[config.mk]
export PLATFORM = sky130hd
export DESIGN_NAME = sdram_cmd_seq
export DESIGN_NICKNAME = d
export VERILOG_FILES = /design/src/rtl/sdram_seq_pkg.sv /design/src/rtl/sdram_bank_track.sv /design/src/rtl/sdram_rd_align.sv /design/src/rtl/sdram_cmd_seq.sv
export SDC_FILE = /design/constraint.sdc
export NUM_CORES = 1
export LEC_CHECK = 0
export BUFFER_PORTS_ARGS = -buffer_cell sky130_fd_sc_hd__buf_2
export CAP_MARGIN = 0
export CORE_UTILIZATION = 55
export CTS_CLUSTER_DIAMETER = 120
export DETAILED_ROUTE_END_ITERATION = 6
export MAX_ROUTING_LAYER = met4
export PLACE_DENSITY = 0.9
export REMOVE_ABC_BUFFERS = 1
export SYNTH_ARGS = -nofsm -noshare
export SYNTH_HDL_FRONTEND = slang
export SYNTH_SLANG_ARGS = --single-unit
[constraint.sdc]
create_clock -name clk -period 3.5 [get_ports clk]
set_input_delay 0.35 -clock clk [delete_from_list [all_inputs] [get_ports clk]]
set_output_delay 0.35 -clock clk [all_outputs]
set_load 0.005 [all_outputs]
[src/rtl/sdram_seq_pkg.sv]
package sdram_seq_pkg;
  // Pin codes are {cs_n, ras_n, cas_n, we_n}
  typedef enum logic [3:0] {
    CMD_DSEL = 4'b1111,
    CMD_NOP  = 4'b0111,
    CMD_ACT  = 4'b0011,
    CMD_RD   = 4'b0101,
    CMD_WR   = 4'b0100,
    CMD_PRE  = 4'b0010,
    CMD_REF  = 4'b0001
  } cmd_e;

  typedef enum logic [1:0] {
    OP_RD  = 2'b00,
    OP_WR  = 2'b01,
    OP_REF = 2'b10,
    OP_RSV = 2'b11
  } op_e;
endpackage

[src/rtl/sdram_bank_track.sv]
module sdram_bank_track
  import sdram_seq_pkg::*;
#(
  parameter int NB    = 4,
  parameter int ROW_W = 12,
  localparam int BA_W = $clog2(NB)
)(
  input  logic                      clk,
  input  logic                      rst_n,
  input  cmd_e                      cmd,
  input  logic                      all_sel,
  input  logic [BA_W-1:0]           ba,
  input  logic [ROW_W-1:0]          row,
  output logic [NB-1:0]             open_mask,
  output logic [NB-1:0][ROW_W-1:0]  open_rows
);
  for (genvar b = 0; b < NB; b++) begin : g_bank
    logic hit_bank;
    assign hit_bank = (ba == BA_W'(b));
    always_ff @(posedge clk) begin
      if (!rst_n) begin
        open_mask[b] <= 1'b0;
        open_rows[b] <= '0;
      end else if (cmd == CMD_ACT && hit_bank) begin
        open_mask[b] <= 1'b1;
        open_rows[b] <= row;
      end else if (cmd == CMD_PRE && (all_sel || hit_bank)) begin
        open_mask[b] <= 1'b0;
      end
    end
  end

  // an activate is only ever aimed at an idle bank
  a_r4_act_idle_bank: assert property (@(posedge clk) disable iff (!rst_n)
    (cmd == CMD_ACT) |-> !open_mask[ba]);
endmodule

[src/rtl/sdram_rd_align.sv]
module sdram_rd_align #(
  parameter int CL     = 2,
  parameter int DATA_W = 16
)(
  input  logic              clk,
  input  logic              rst_n,
  input  logic              rd_issue,
  input  logic [DATA_W-1:0] dq_in,
  output logic              rd_valid,
  output logic [DATA_W-1:0] rd_data
);
  logic [CL-1:0] pipe;

  always_ff @(posedge clk) begin
    if (!rst_n) begin
      pipe     <= '0;
      rd_valid <= 1'b0;
      rd_data  <= '0;
    end else begin
      pipe[0] <= rd_issue;
      for (int i = 1; i < CL; i++) pipe[i] <= pipe[i-1];
      rd_valid <= pipe[CL-1];
      if (pipe[CL-1]) rd_data <= dq_in;
    end
  end

  // valid strobe trails the read command on the pins by CL+1 cycles
  a_r3_rd_latency: assert property (@(posedge clk) disable iff (!rst_n)
    rd_valid |-> $past(rd_issue, CL + 1));
endmodule

[src/rtl/sdram_cmd_seq.sv]
module sdram_cmd_seq
  import sdram_seq_pkg::*;
#(
  parameter int NB     = 4,
  parameter int ROW_W  = 12,
  parameter int COL_W  = 8,
  parameter int DATA_W = 16,
  parameter int CL     = 2,
  parameter int TRP    = 2,
  parameter int TRCD   = 2,
  parameter int TRC    = 6,
  parameter int AP_BIT = 10,
  localparam int BA_W  = $clog2(NB)
)(
  input  logic              clk,
  input  logic              rst_n,
  input  logic              req_valid,
  input  logic [1:0]        req_op,
  input  logic [BA_W-1:0]   req_bank,
  input  logic [ROW_W-1:0]  req_row,
  input  logic [COL_W-1:0]  req_col,
  input  logic [DATA_W-1:0] req_wdata,
  output logic              req_ready,
  output logic              sd_cke,
  output logic              sd_cs_n,
  output logic              sd_ras_n,
  output logic              sd_cas_n,
  output logic              sd_we_n,
  output logic [BA_W-1:0]   sd_ba,
  output logic [ROW_W-1:0]  sd_addr,
  output logic [DATA_W-1:0] sd_dq_out,
  output logic              sd_dq_oe,
  input  logic [DATA_W-1:0] sd_dq_in,
  output logic              rd_valid,
  output logic [DATA_W-1:0] rd_data
);
  localparam int MAX_T = (TRC > TRP) ? ((TRC > TRCD) ? TRC : TRCD)
                                     : ((TRP > TRCD) ? TRP : TRCD);
  localparam int CNT_W = $clog2(MAX_T + 1);

  // Column address with the all-banks bit left low
  function automatic logic [ROW_W-1:0] col_field(input logic [COL_W-1:0] c);
    logic [ROW_W-1:0] a;
    a = '0;
    a[COL_W-1:0] = c;
    return a;
  endfunction

  function automatic logic [ROW_W-1:0] all_banks_field();
    logic [ROW_W-1:0] a;
    a = '0;
    a[AP_BIT] = 1'b1;
    return a;
  endfunction

  // Idle cycles to insert after a command so the next lands 'cycles' later
  function automatic logic [CNT_W-1:0] gap(input int cycles);
    return CNT_W'(cycles - 1);
  endfunction

  cmd_e                     cmd_q, nxt_cmd;
  op_e                      op;
  logic [CNT_W-1:0]         wait_cnt, nxt_wait, ref_age;
  logic [ROW_W-1:0]         nxt_addr;
  logic                     nxt_ready;
  logic [NB-1:0]            open_mask;
  logic [NB-1:0][ROW_W-1:0] open_rows;
  logic                     lock_busy, bank_open, bank_hit, any_open;

  assign op        = op_e'(req_op);
  assign lock_busy = (wait_cnt != '0);
  assign any_open  = |open_mask;
  assign bank_open = open_mask[req_bank];
  assign bank_hit  = bank_open && (open_rows[req_bank] == req_row);

  always_comb begin
    nxt_cmd   = CMD_NOP;
    nxt_addr  = '0;
    nxt_wait  = '0;
    nxt_ready = 1'b0;
    if (req_valid && !lock_busy) begin
      unique case (op)
        OP_REF: begin
          if (any_open) begin
            nxt_cmd  = CMD_PRE;
            nxt_addr = all_banks_field();
            nxt_wait = gap(TRP);
          end else begin
            nxt_cmd   = CMD_REF;
            nxt_wait  = gap(TRC);
            nxt_ready = 1'b1;
          end
        end
        OP_RD, OP_WR: begin
          if (!bank_open) begin
            nxt_cmd  = CMD_ACT;
            nxt_addr = req_row;
            nxt_wait = gap(TRCD);
          end else if (!bank_hit) begin
            nxt_cmd  = CMD_PRE;
            nxt_wait = gap(TRP);
          end else begin
            nxt_cmd   = (op == OP_RD) ? CMD_RD : CMD_WR;
            nxt_addr  = col_field(req_col);
            nxt_ready = 1'b1;
          end
        end
        default: ;
      endcase
    end
  end

  assign req_ready = nxt_ready;

  always_ff @(posedge clk) begin
    if (!rst_n) begin
      cmd_q     <= CMD_DSEL;
      sd_cke    <= 1'b0;
      sd_ba     <= '0;
      sd_addr   <= '0;
      sd_dq_out <= '0;
      sd_dq_oe  <= 1'b0;
      wait_cnt  <= '0;
    end else begin
      cmd_q     <= nxt_cmd;
      sd_cke    <= 1'b1;
      sd_ba     <= req_bank;
      sd_addr   <= nxt_addr;
      sd_dq_oe  <= (nxt_cmd == CMD_WR);
      if (nxt_cmd == CMD_WR) sd_dq_out <= req_wdata;
      wait_cnt  <= lock_busy ? wait_cnt - 1'b1 : nxt_wait;
    end
  end

  assign {sd_cs_n, sd_ras_n, sd_cas_n, sd_we_n} = cmd_q;

  sdram_bank_track #(.NB(NB), .ROW_W(ROW_W)) u_track (
    .clk       (clk),
    .rst_n     (rst_n),
    .cmd       (nxt_cmd),
    .all_sel   (nxt_addr[AP_BIT]),
    .ba        (req_bank),
    .row       (nxt_addr),
    .open_mask (open_mask),
    .open_rows (open_rows)
  );

  sdram_rd_align #(.CL(CL), .DATA_W(DATA_W)) u_align (
    .clk      (clk),
    .rst_n    (rst_n),
    .rd_issue (cmd_q == CMD_RD),
    .dq_in    (sd_dq_in),
    .rd_valid (rd_valid),
    .rd_data  (rd_data)
  );

  // Checker-side age of the last refresh seen on the pins
  always_ff @(posedge clk) begin
    if (!rst_n)                 ref_age <= CNT_W'(TRC);
    else if (cmd_q == CMD_REF)  ref_age <= CNT_W'(1);
    else if (ref_age < CNT_W'(TRC)) ref_age <= ref_age + 1'b1;
  end

  // clock enable high once out of reset
  a_r1_cke_after_reset: assert property (@(posedge clk) disable iff (!rst_n)
    $past(rst_n) |-> sd_cke);

  // inside the refresh window only NOPs reach the pins
  a_r9_trc_lockout: assert property (@(posedge clk) disable iff (!rst_n)
    (ref_age < CNT_W'(TRC)) |-> (cmd_q == CMD_NOP));

  // refresh on the pins only while the tracker shows every bank idle
  a_r8_ref_all_idle: assert property (@(posedge clk) disable iff (!rst_n)
    (cmd_q == CMD_REF) |-> (open_mask == '0));

  // column commands only to a bank the tracker holds open
  a_r6_rdwr_open_bank: assert property (@(posedge clk) disable iff (!rst_n)
    (cmd_q == CMD_RD || cmd_q == CMD_WR) |-> open_mask[sd_ba]);

  // an accepted request shows up as its final command next cycle
  a_r10_ready_issues: assert property (@(posedge clk) disable iff (!rst_n)
    req_ready |=> (cmd_q == CMD_RD || cmd_q == CMD_WR || cmd_q == CMD_REF));
endmodule

==> results.cfg, run 1 <==
[run_status]
outcome = finished, final reports clean

[cells_and_area]
multi_input_area_um2 = 2280
area_growth_pct = 15.5
final_common_cell = buf_2
final_cell_mix = 112 x buf_2, 110 x dfxtp_1, 72 x nand2_1, 61 x nor2_1, 49 x mux2i_1
final_cells = 688
diodes = 0
final_util_pct = 65.9
regArea_um2 = 2200
drive_gt1_share_pct = 25.6
num-fill-cells = 681
nNetsFinal = 639

[clock_network]
clk_latency_ns = 0.37
cts_setup_buffers = 0
clock-sinks = 110
htree_levels = 3
postCtsHoldBufs = 0
cts_inserted_buffers = 9
cts_tree = yes
cts_buffer_depth = 2
cts_resized = 0
cts_root_buf = clkbuf_8
path_clk_slew_ns = 0.10

[critical_path]
path_class = in2out
crit_top_cell = buf_2
slowest_stage = mux4_1
max_stage_delay_ns = 0.64
ff2ff_setup_slack_ns = 0.98
critical_path_required_ns = 3.15
critPathMaxFanout = 21
reg2reg_from = wait_cnt[0]$_SDFF_PN0_
r2r_end = u_track.open_rows[30]$_SDFFE_PN0P_
crit_chain = buf_2, mux4_1, xnor2_1, and4_1, nand4b_1, nand2_1, buf_2
critPathCaptureType = output pin
worstPathArrival_ns = 2.44
r2r_cells = 7
start_kind = primary input

[global_routing]
grt_pass1_vias = 3784
grt_overflow = 0
grt_max_degree = 48
antenna_found_initial = 0
track_usage_pct = 26.0
grt_first_pass_wirelength_um = 17500

[placement]
port_buffers = 112
place_hpwl_um = 7510
placed_cells = 672
place_congestion = 0.872

[floorplan]
die_width_um = 94.5
initial_core_util_pct = 57.0
die_h_um = 94.5
num_rows = 33
io_pins = 113
dieArea_um2 = 8930
core_um2 = 8260

[drt]
ant_nets = 0
drt_iter0_markers = 238
first_pass_iters = 5
routed_wl_um = 11000
vias_per_cell = 5.74
route.vias.total = 3951
drc = 0
wl_per_cell_um = 15.9

[power_and_ir_drop]
powerDensity_nw_per_um2 = 452
ir_worst_vdd_mv = 0.274
p_leak_uw = 0.00226

[sta]
fin_setup_tns_ns = 0
fmax_ghz = 0.359
worst_pin_slew_ns = 0.927
setup_viol = 0
final_max_slew_viol_count = 0
hold_viol = 0
min_period_over_period_pct = 79.7
slew_headroom_pct = 38.2
rsz0062_at_grt = false
worst_hold_slack_ns = 0.207
clock_skew_ns = 0.00987
post-route-min-period_ns = 2.79

[logic_synthesis]
synth_area_leaders = dfxtp_1 47%, mux2i_1 10%, nand2_1 5.7%
syn_inst = 486
synth_ff_type = dfxtp_1
syn_area_um2 = 4710
yosys.area.top_type = dfxtp_1
synthDistinctLibCells = 46
ys_warn_count = 0
synth_seq_cells = 110
async_reset_ff_share_pct = 0
synth_enable_flop_cells = 0
synth_seq_area_share_pct = 46.8
synth_top_area_share_pct = 46.8
syn_area_per_cell_um2 = 9.69

[min_path]
min_path_cells = 3
hp-class = in2reg
holdCritStartpoint = req_wdata[8]
min_to = sd_dq_out[8]$_SDFFE_PN0P_

[job]
cap_violations = 0
metal layers:
| metal | routed length [um] | vias to the layer above | track usage, % |
|---|---|---|---|
| li1 | - | 1866 | - |
| met1 | 4560 | 1823 | 30.9 |
| met2 | 5140 | 223 | 41.9 |
| met3 | 917 | 39 | 6.12 |
| met4 | 341 | 0 | 11.9 |
| met5 | 0 | - | - |
cell families (layout without fill, tap and decap cells):
group / after synthesis / count (layout) / synth area share, %
buf+inv: 43 / 140 / 4.92
simple gates: 199 / 199 / 20.4
flops: 110 / 110 / 46.8
compound gates: 58 / 58 / 8.40
mux: 62 / 62 / 16.8
xor+xnor: 12 / 12 / 2.23
fa+ha+maj: 2 / 2 / 0.531
flip-flops by register name, summed over array words and instances, names as in the netlist, 2 cells and up:
register / count
sd_ba: 2
sd_dq_out: 16
wait_cnt: 3
u_align.pipe: 2
u_track.open_rows: 48
u_track.open_mask: 4
sd_addr: 12
u_align.rd_data: 16
cmd_q: 4
worst max path at each step:
stage,end,slack [ns],startpoint,cells after the start
after floorplan,u_track.open_rows[44]$_SDFFE_PN0P_,0.94,wait_cnt[0]$_SDFF_PN0_,6
after global placement,req_ready,0.77,req_bank[0],7
after detailed placement,wait_cnt[0]$_SDFF_PN0_,0.67,req_bank[0],6
after CTS,req_ready,0.72,req_bank[0],7
after global routing,req_ready,0.51,req_bank[0],7
final,req_ready,0.71,req_bank[1],7
per-stage QoR:
step / setup slack (ns) / area (um2) / total power [uW]
floorplan: 0.944 / 4500 / 1550
global placement: 0.772 / 5240 / 1690
detailed placement: 0.674 / 5240 / 1710
CTS: 0.721 / 5440 / 2470
global route: 0.509 / 5440 / 2570
finish: 0.712 / 5440 / 2460
critical path, delay by kind of cell:
| kind | cells | cell delay, ns |
|---|---|---|
| and+or+nand+nor | 3 | 0.66 |
| muxes | 1 | 0.64 |
| buffers and inverters | 2 | 0.53 |
| xor gates and xnor gates | 1 | 0.26 |
final cells by class:
type	count	area share, %
sequential	110	40.5
clock inverter	6	1.31
multi-input combinational	333	41.9
clock buffer	10	2.35
tap	105	2.41
inverter	6	0.414
timing repair buffer	118	11.1
cells in the mapped netlist (all sizes together), types with 3 or more instances:
cell type,instances
nor3b,3
nor3,3
inv,6
a31oi,11
and2,8
nand4,15
a32o,8
mux2i,49
clkbuf,25
o21a,17
o21ai,6
a21oi,13
mux4,13
buf,12
dfxtp,110
xnor2,12
nor2,62
nand2,72
and4,5
nor2b,13
power by group:
part,leakage (uW),internal [uW],switching (uW)
Sequential,0.000889,1300,27.6
Clock,0.0000984,338,435
Combinational,0.00127,142,222
Total,0.00226,1780,685
Power figures use the tool's default switching activity.
==> inputs of run 2 (changes only) <==
Settings changed: CORE_UTILIZATION 55 to 48, PLACE_DENSITY 0.9 to 0.84.
Clock period 3.5 ns to 2.3 ns, I/O delays scaled along.
==> results.cfg, run 2 (synthesis gave the netlist of run 1 again) <==
[run_status]
outcome = finished, final reports clean

[sta]
clock_skew_ns = 0.00976
setup_slack_ns = 0.0311
worst_pin_slew_ns = 0.920
final_max_slew_viol_count = 0
post-route-min-period_ns = 2.27
min_period_over_period_pct = 98.6
hold_viol = 0
fmax_ghz = 0.441
slew_headroom_pct = 38.6
setup_viol = 0
rsz0062_at_grt = true

[floorplan]
num_rows = 35
die_width_um = 101
core_um2 = 9370
die_h_um = 101
io_pins = 113
dieArea_um2 = 10200
initial_core_util_pct = 50.2

[clock_network]
cts_tree = yes
path_clk_slew_ns = 0.11
htree_levels = 3
postCtsHoldBufs = 0
clock-sinks = 110
cts_buffer_depth = 2
cts_inserted_buffers = 9
clk_latency_ns = 0.38
cts_root_buf = clkbuf_8

[drt]
wl_per_cell_um = 16.1
ant_nets = 0
drt_iter0_markers = 212
routed_wl_um = 11800
route.vias.total = 4042
first_pass_iters = 4
wl_met3_um = 852
highest_layer = met4
drc = 0
wl_met2_um = 5980
wl_met1_um = 4690
vias_per_cell = 5.51

[critical_path]
critPathMaxFanout = 3
critPathCaptureType = output pin
critical_path_required_ns = 2.07
path_class = reg2out
start_kind = register
worstPathArrival_ns = 2.04

[placement]
place_hpwl_um = 8570
placed_cells = 713
dp_slack_ns = -0.0977
place_area_um2 = 5410
place_congestion = 0.955
port_buffers = 112

[cells_and_area]
final_util_pct = 61.2
area_growth_pct = 21.7
largest-register = u_track.open_rows
largest_reg_flops = 48
final_cells = 734
reg_top3 = u_track.open_rows: 48 flops, sd_dq_out: 16 flops, u_align.rd_data: 16 flops
final_common_cell = buf_2
stdcell_area_um2 = 5730
diodes = 0
nNetsFinal = 661
drive_gt1_share_pct = 31.4
num-fill-cells = 791
final_cell_mix = 112 x buf_2, 109 x dfxtp_1, 72 x nand2_1, 61 x nor2_1, 49 x mux2i_1

[power_and_ir_drop]
ir_worst_vdd_mv = 0.472
p_leak_uw = 0.00241
totalPowerFinal_uw = 3800
powerDensity_nw_per_um2 = 663

[global_routing]
grt_pass1_vias = 3928
track_usage_pct = 24.0
grt_overflow = 0
antenna_found_initial = 0
grt_first_pass_wirelength_um = 18500
grt_max_degree = 40

[job]
cap_violations = 0

[min_path]
hp-class = in2reg
## run 2: metrics by stage
stage / TNS, ns / hold slack (ns)
floorplan: -3.07 / 0.258
global placement: -0.0149 / 0.434
detailed placement: -1.08 / 0.451
CTS: 0 / 0.0522
global route: -0.0653 / 0.0564
finish: 0 / 0.0677
## run 2: power by group
part / internal, uW / leakage [uW] / switching (uW)
registers: 1970 / 0.000890 / 39.0
logic: 276 / 0.00141 / 348
clock network: 433 / 0.000101 / 733
total: 2680 / 0.00241 / 1120
## run 2: per-layer routing
| layer | track usage [%] | vias to the layer above |
|---|---|---|
| met5 | - | - |
| met4 | 8.25 | 0 |
| li1 | - | 1909 |
| met2 | 42.3 | 186 |
| met1 | 26.3 | 1922 |
| met3 | 5.96 | 25 |
## run 2: repair_timing
item | CTS | global route
resized for setup | 12 | 8
buffers inserted | 0 | 5
pin swaps | 0 | 4
gates cloned | 0 | 0
endpoints found under the setup margin | 1 | 1
## run 2: area by class of cell
class                   count  area, um2  area share (%)
multi-input cells         333       2360            41.2
flip-flops and latches    110       2200            38.4
well taps                 129        161            2.82
inverters                   6       22.5           0.393
clock inverters             7       73.8            1.29
repair buffers            140        783            13.7
clock buffers               9        124            2.16
## run 2: worst max-delay path, stage by stage, from the launching register on
cell and delay, ns:
dfxtp_2 0.34, mux4_2 0.51, xnor2_2 0.22, and4_4 0.26
nand4b_1 0.12, nand2_1 0.08, buf_2 0.12
## run 2: final timing paths
path                                      startpoint                          to  slack [ns]  cells after the start
setup / recovery  u_track.open_rows[46]$_SDFFE_PN0P_                   req_ready        0.03                      6
hold reg to reg           u_align.pipe[0]$_SDFF_PN0_  u_align.pipe[1]$_SDFF_PN0_        0.46                      1
hold / removal                             req_op[0]         cmd_q[0]$_SDFF_PN1_        0.07                      2
setup reg to reg  u_track.open_rows[46]$_SDFFE_PN0P_   sd_dq_out[4]$_SDFFE_PN0P_        0.15                      6
